File: config.mk
export PLATFORM = sky130hd
export DESIGN_NAME = isu_top
export DESIGN_NICKNAME = d
export VERILOG_FILES = /design/src/rtl/isu_pkg.sv /design/src/rtl/isu_src_map.sv /design/src/rtl/isu_sticky_bank.sv /design/src/rtl/isu_enable_reg.sv /design/src/rtl/isu_irq_gate.sv /design/src/rtl/isu_top.sv
export SDC_FILE = /design/constraint.sdc
export NUM_CORES = 1
export LEC_CHECK = 0
export BUFFER_PORTS_ARGS = -buffer_cell sky130_fd_sc_hd__buf_2
export CORE_ASPECT_RATIO = 0.9
export CORE_MARGIN = 10
export CORE_UTILIZATION = 37
export CTS_CLUSTER_SIZE = 25
export DETAILED_ROUTE_END_ITERATION = 7
export HOLD_SLACK_MARGIN = 0.05
export PLACE_DENSITY = 0.83
export SLEW_MARGIN = 20
export SYNTH_ARGS = -nofsm -noshare
export SYNTH_HDL_FRONTEND = slang
export SYNTH_SLANG_ARGS = --single-unit
File: constraint.sdc
create_clock -name clk_i -period 3.09 [get_ports clk_i]
set_clock_uncertainty 0.2 [all_clocks]
set_input_delay 0.4635 -clock clk_i [delete_from_list [all_inputs] [get_ports clk_i]]
set_output_delay 0.4635 -clock clk_i [all_outputs]
set_load 0.05 [all_outputs]
File: src/rtl/isu_pkg.sv
package isu_pkg;
  localparam int unsigned ISU_ADDR_W = 2;
  typedef enum logic [ISU_ADDR_W-1:0] {
    ISU_STAT = 2'd0,
    ISU_ENAB = 2'd1
  } isu_reg_e;
endpackage

File: src/rtl/isu_src_map.sv
module isu_src_map #(
  parameter int unsigned DATA_W   = 32,
  parameter int unsigned NUM_INTX = 4,
  parameter int unsigned INTX_LSB = 5,
  parameter int unsigned MSI_POS  = 3
) (
  input  logic [NUM_INTX-1:0] intx_i,
  input  logic                msi_pend_i,
  output logic [DATA_W-1:0]   ev_o
);
  for (genvar b = 0; b < DATA_W; b++) begin : g_bit
    if (b >= INTX_LSB && b < INTX_LSB + NUM_INTX) begin : g_intx
      assign ev_o[b] = intx_i[b-INTX_LSB];
    end else if (b == MSI_POS) begin : g_msi
      assign ev_o[b] = msi_pend_i;
    end else begin : g_none
      assign ev_o[b] = 1'b0;
    end
  end
endmodule

File: src/rtl/isu_sticky_bank.sv
module isu_sticky_bank #(
  parameter int unsigned        DATA_W = 32,
  parameter logic [DATA_W-1:0]  IMPL   = '0
) (
  input  logic              clk_i,
  input  logic              rst_ni,
  input  logic [DATA_W-1:0] set_i,
  input  logic [DATA_W-1:0] clr_i,
  output logic [DATA_W-1:0] q_o
);
  for (genvar b = 0; b < DATA_W; b++) begin : g_bit
    if (IMPL[b]) begin : g_ff
      logic q;
      // new event wins over a clear in the same cycle
      always_ff @(posedge clk_i or negedge rst_ni) begin
        if (!rst_ni) q <= 1'b0;
        else         q <= set_i[b] | (q & ~clr_i[b]);
      end
      assign q_o[b] = q;
    end else begin : g_tie
      assign q_o[b] = 1'b0;
    end
  end
endmodule

File: src/rtl/isu_enable_reg.sv
module isu_enable_reg #(
  parameter int unsigned       DATA_W = 32,
  parameter logic [DATA_W-1:0] IMPL   = '0
) (
  input  logic              clk_i,
  input  logic              rst_ni,
  input  logic              we_i,
  input  logic [DATA_W-1:0] wdata_i,
  output logic [DATA_W-1:0] q_o
);
  logic [DATA_W-1:0] q;
  always_ff @(posedge clk_i or negedge rst_ni) begin
    if (!rst_ni)   q <= '0;
    else if (we_i) q <= wdata_i & IMPL;
  end
  assign q_o = q;
endmodule

File: src/rtl/isu_irq_gate.sv
module isu_irq_gate #(
  parameter int unsigned DATA_W = 32
) (
  input  logic              clk_i,
  input  logic              rst_ni,
  input  logic [DATA_W-1:0] stat_i,
  input  logic [DATA_W-1:0] en_i,
  output logic              irq_o
);
  logic irq_q;
  always_ff @(posedge clk_i or negedge rst_ni) begin
    if (!rst_ni) irq_q <= 1'b0;
    else         irq_q <= |(stat_i & en_i);
  end
  assign irq_o = irq_q;
endmodule

File: src/rtl/isu_top.sv
module isu_top
  import isu_pkg::*;
#(
  parameter int unsigned DATA_W   = 32,
  parameter int unsigned NUM_INTX = 4,
  parameter int unsigned INTX_LSB = 5,
  parameter int unsigned MSI_POS  = 3
) (
  input  logic                  clk_i,
  input  logic                  rst_ni,
  input  logic [NUM_INTX-1:0]   intx_i,
  input  logic                  msi_pend_i,
  input  logic [ISU_ADDR_W-1:0] reg_addr_i,
  input  logic                  reg_we_i,
  input  logic [DATA_W-1:0]     reg_wdata_i,
  output logic [DATA_W-1:0]     reg_rdata_o,
  output logic                  irq_o
);
  localparam logic [DATA_W-1:0] INTX_FIELD = ((DATA_W'(1) << NUM_INTX) - DATA_W'(1)) << INTX_LSB;
  localparam logic [DATA_W-1:0] IMPL       = INTX_FIELD | (DATA_W'(1) << MSI_POS);

  logic [DATA_W-1:0] ev, stat_q, en_q, clr;
  logic              stat_wr, en_wr;

  assign stat_wr = reg_we_i && (reg_addr_i == ISU_STAT);
  assign en_wr   = reg_we_i && (reg_addr_i == ISU_ENAB);
  assign clr     = stat_wr ? reg_wdata_i : '0;

  isu_src_map #(.DATA_W(DATA_W), .NUM_INTX(NUM_INTX), .INTX_LSB(INTX_LSB), .MSI_POS(MSI_POS)) u_map (
    .intx_i(intx_i), .msi_pend_i(msi_pend_i), .ev_o(ev)
  );

  isu_sticky_bank #(.DATA_W(DATA_W), .IMPL(IMPL)) u_stat (
    .clk_i(clk_i), .rst_ni(rst_ni), .set_i(ev), .clr_i(clr), .q_o(stat_q)
  );

  isu_enable_reg #(.DATA_W(DATA_W), .IMPL(IMPL)) u_en (
    .clk_i(clk_i), .rst_ni(rst_ni), .we_i(en_wr), .wdata_i(reg_wdata_i), .q_o(en_q)
  );

  isu_irq_gate #(.DATA_W(DATA_W)) u_gate (
    .clk_i(clk_i), .rst_ni(rst_ni), .stat_i(stat_q), .en_i(en_q), .irq_o(irq_o)
  );

  always_comb begin
    unique case (reg_addr_i)
      ISU_STAT: reg_rdata_o = stat_q;
      ISU_ENAB: reg_rdata_o = en_q;
      default:  reg_rdata_o = '0;
    endcase
  end
endmodule

==> impl_results.md <==
- Area Overhead vs Synth: 7.47%
- CTS resizes: 0
- Placed Area: roughly 760 sq um
- H-tree levels: 1
- Sequential share of power: 39.9%
- FF-to-FF Start: u_stat.g_bit[5].g_ff.q$_DFF_PN0_
- Fin crit share: 59.2%
- IO buf count: 20
- Switching Share: ~43%
- Sw power: about 190 uW
- R2r worst-path depth: 2
- Clock power share: around 23%
- Hold Path Depth: 2
- Cell Area, Synth: around 740 sq um
- GPL Wtd Cong: between 0.8 and 0.9
- Inserted Clock Buffers: 3
- Initial Utilization: 38.5%
- Clk slew on worst S/H paths: around 0.070 ns
- Final hold violation count: 0
- Critical path data arrival time: ~1.2 ns
- Routed via count: 511
- Synth Register Bits: 11
- Post-DR wirelength/cell: around 13 um
- Clock Tree Buf Depth: 2
- Vias/cell: a little over 4
- Crit path capture type: output port
- Placed insts: about 120
- Final Cell Area: 792 sq um
- Hold Crit Class: input port to register
- Max FO, Critical Path: 7
- Residual overflow from global routing: 0
- Largest net degree at the start of global routing: 12
- Synth Instances: 75
- DRT Pass-1 Iters: 4
- WS Path Type: input port to output port
- Register-to-register setup slack: 1.90 ns
- RSZ-0062 raised after global routing: no
- CTS tree: yes
- Row count: 15
- DRC Markers: 0
- Main area contributors after synthesis: dfrtp_1 37%, buf_4 29%, mux2_2 7.6%
- Crit path launch type: input port
- Lkg Pwr: 0.424 nW
- Combinational share of power: between 30% and 40%
- Endpoint with the worst hold slack: u_stat.g_bit[6].g_ff.q$_DFF_PN0_
- Fmax: approximately 550 MHz
- I/O Pins: 75
- Vias in the first global route: 556
- Skew-Pair Late Insertion Delay: about 0.27 ns
- ANT nets after route: 0
- Final min period: between 1.5 and 2 ns
- Average size of a mapped cell: just under 10 sq um
- Setup-failing EPs final: 0
- Tot Pwr: 432 uW
- Min-delay src: reg_wdata_i[6]
- CP required: approximately 2.4 ns
- Seq/Total Area, Yosys: ~37%
- Worst vdd ir: roughly 0.23 mV
- Core Region: 1910 sq um
- Clock Sink Count: 11
- Root Buffer: clkbuf_4
- Yosys cell types: 13
- Yosys warns: 0
- Yosys top cell by area: dfrtp_1
- WL final: approximately 1600 um
- First-pass GRT wire length: around 2600 um
- GRT Total Usage: roughly 8%
- Share of layout cells above drive strength 1: between 30% and 40%
- DP Wirelength: ~1400 um
- Final std cells w/o fill: 123
- Final nets: 141
- Maxcap violations: 0
- Die W: roughly 67 um
- Slew Limit Fails: 0
- Die Y: approximately 62 um
- Starting DRT DRC Count: 28
- Pint: approximately 240 uW
- PD cells: between 500 and 600 nW/um^2
- Outcome: finished, final reports clean
- Die Area: approximately 4200 sq um
- Worst R2R End: u_gate.irq_o$_DFF_PN0_
- Antenna diodes: 0
- Post-synth top area share: 37.4%
- Antenna violations before repair: 0
- Fin Setup TNS: 0 ns
[cell families after synthesis]
family                 synth area share (%)
AOI/OAI and AO/OA                      6.62
buffers and inverters                  31.1
DFF                                    37.4
muxes                                  14.4
other                                 0.509
and+or+nand+nor                        10.0
[metrics by stage]
stage	setup WS, ns	hold WS (ns)	util (%)
5_1_grt	1.19	0.167	41.4
6_report	1.26	0.174	41.4
2_1_floorplan	1.04	-0.0321	-
4_1_cts	1.26	0.170	41.4
3_5_place_dp	1.26	0.141	39.5
3_3_place_gp	1.27	0.136	39.5
[cells in the mapped netlist]
cell type  count
inv_1          5
conb_1         1
nand3b_4       1
a222oi_1       1
nor2_1        10
a31oi_1        5
dfrtp_1       11
a22oi_1        1
mux2_2         5
mux2i_1        5
nor3b_2        1
nand2_1        1
buf_4         28
[critical path, cell delays in order]
cell,delay (ns)
buf_2,0.22
mux2i_1,0.22
nor2_1,0.05
buf_2,0.21
[layout by cell type, fill, tap and decap left out, drive strengths merged]
master and instances:
nor2 10, inv 5, dlygate4sd3 1, nand3b 1, mux2i 5, clkbuf 4, conb 27, dfrtp 11
a22oi 1, a222oi 1, mux2 5, buf 20, nor3b 1, nand2 1, a31oi 5
[power by group through the flow]
stage	clock [mW]	combinational, mW	sequential, mW
6_report	0.0972	0.162	0.173
5_1_grt	0.110	0.172	0.175
4_1_cts	0.100	0.162	0.172
3_5_place_dp	0	0.160	0.175
3_3_place_gp	0	0.158	0.173
2_1_floorplan	0	0.157	0.176
[cell type report]
class | instances | area, sq um
Sequential cell | 11 | 275
Multi-Input combinational cell | 57 | 330
Clock buffer | 4 | 26.3
Tap cell | 25 | 31.3
Inverter | 5 | 18.8
Timing Repair Buffer | 21 | 110
Fill cell | 198 | 1120
[sequential cells by signal, indices dropped and copies added, names as in the netlist]
register             flops
u_stat.g_bit.g_ff.q      5
u_en.q_o                 5
u_gate.irq_o             1
[timing repair]
action	in CTS	in global routing
endpoints found under the hold margin	11	0
setup buffers	0	0
setup endpoints to repair	0	0
hold buffers	1	0
[worst max path at each step]
| stage | cells past startpoint | start | slack, ns | end |
|---|---|---|---|---|
| after global placement | 4 | reg_addr_i[0] | 1.27 | reg_rdata_o[8] |
| after detailed placement | 4 | reg_addr_i[0] | 1.26 | reg_rdata_o[3] |
| after global routing | 4 | reg_addr_i[0] | 1.19 | reg_rdata_o[8] |
| final | 4 | reg_addr_i[0] | 1.26 | reg_rdata_o[3] |
| after CTS | 4 | reg_addr_i[0] | 1.26 | reg_rdata_o[3] |
| after floorplan | 3 | reg_addr_i[0] | 1.04 | reg_rdata_o[3] |
[metal layers]
metal  track usage [%]  part of all wire (%)  up-vias
met5                 0                     0        -
met4              6.15                   2.9        0
met3              3.58                    15        4
met2              13.3                    49       36
met1              7.17                    33      233
li1                  -                     -      238
(Power assumes the default switching activity.)
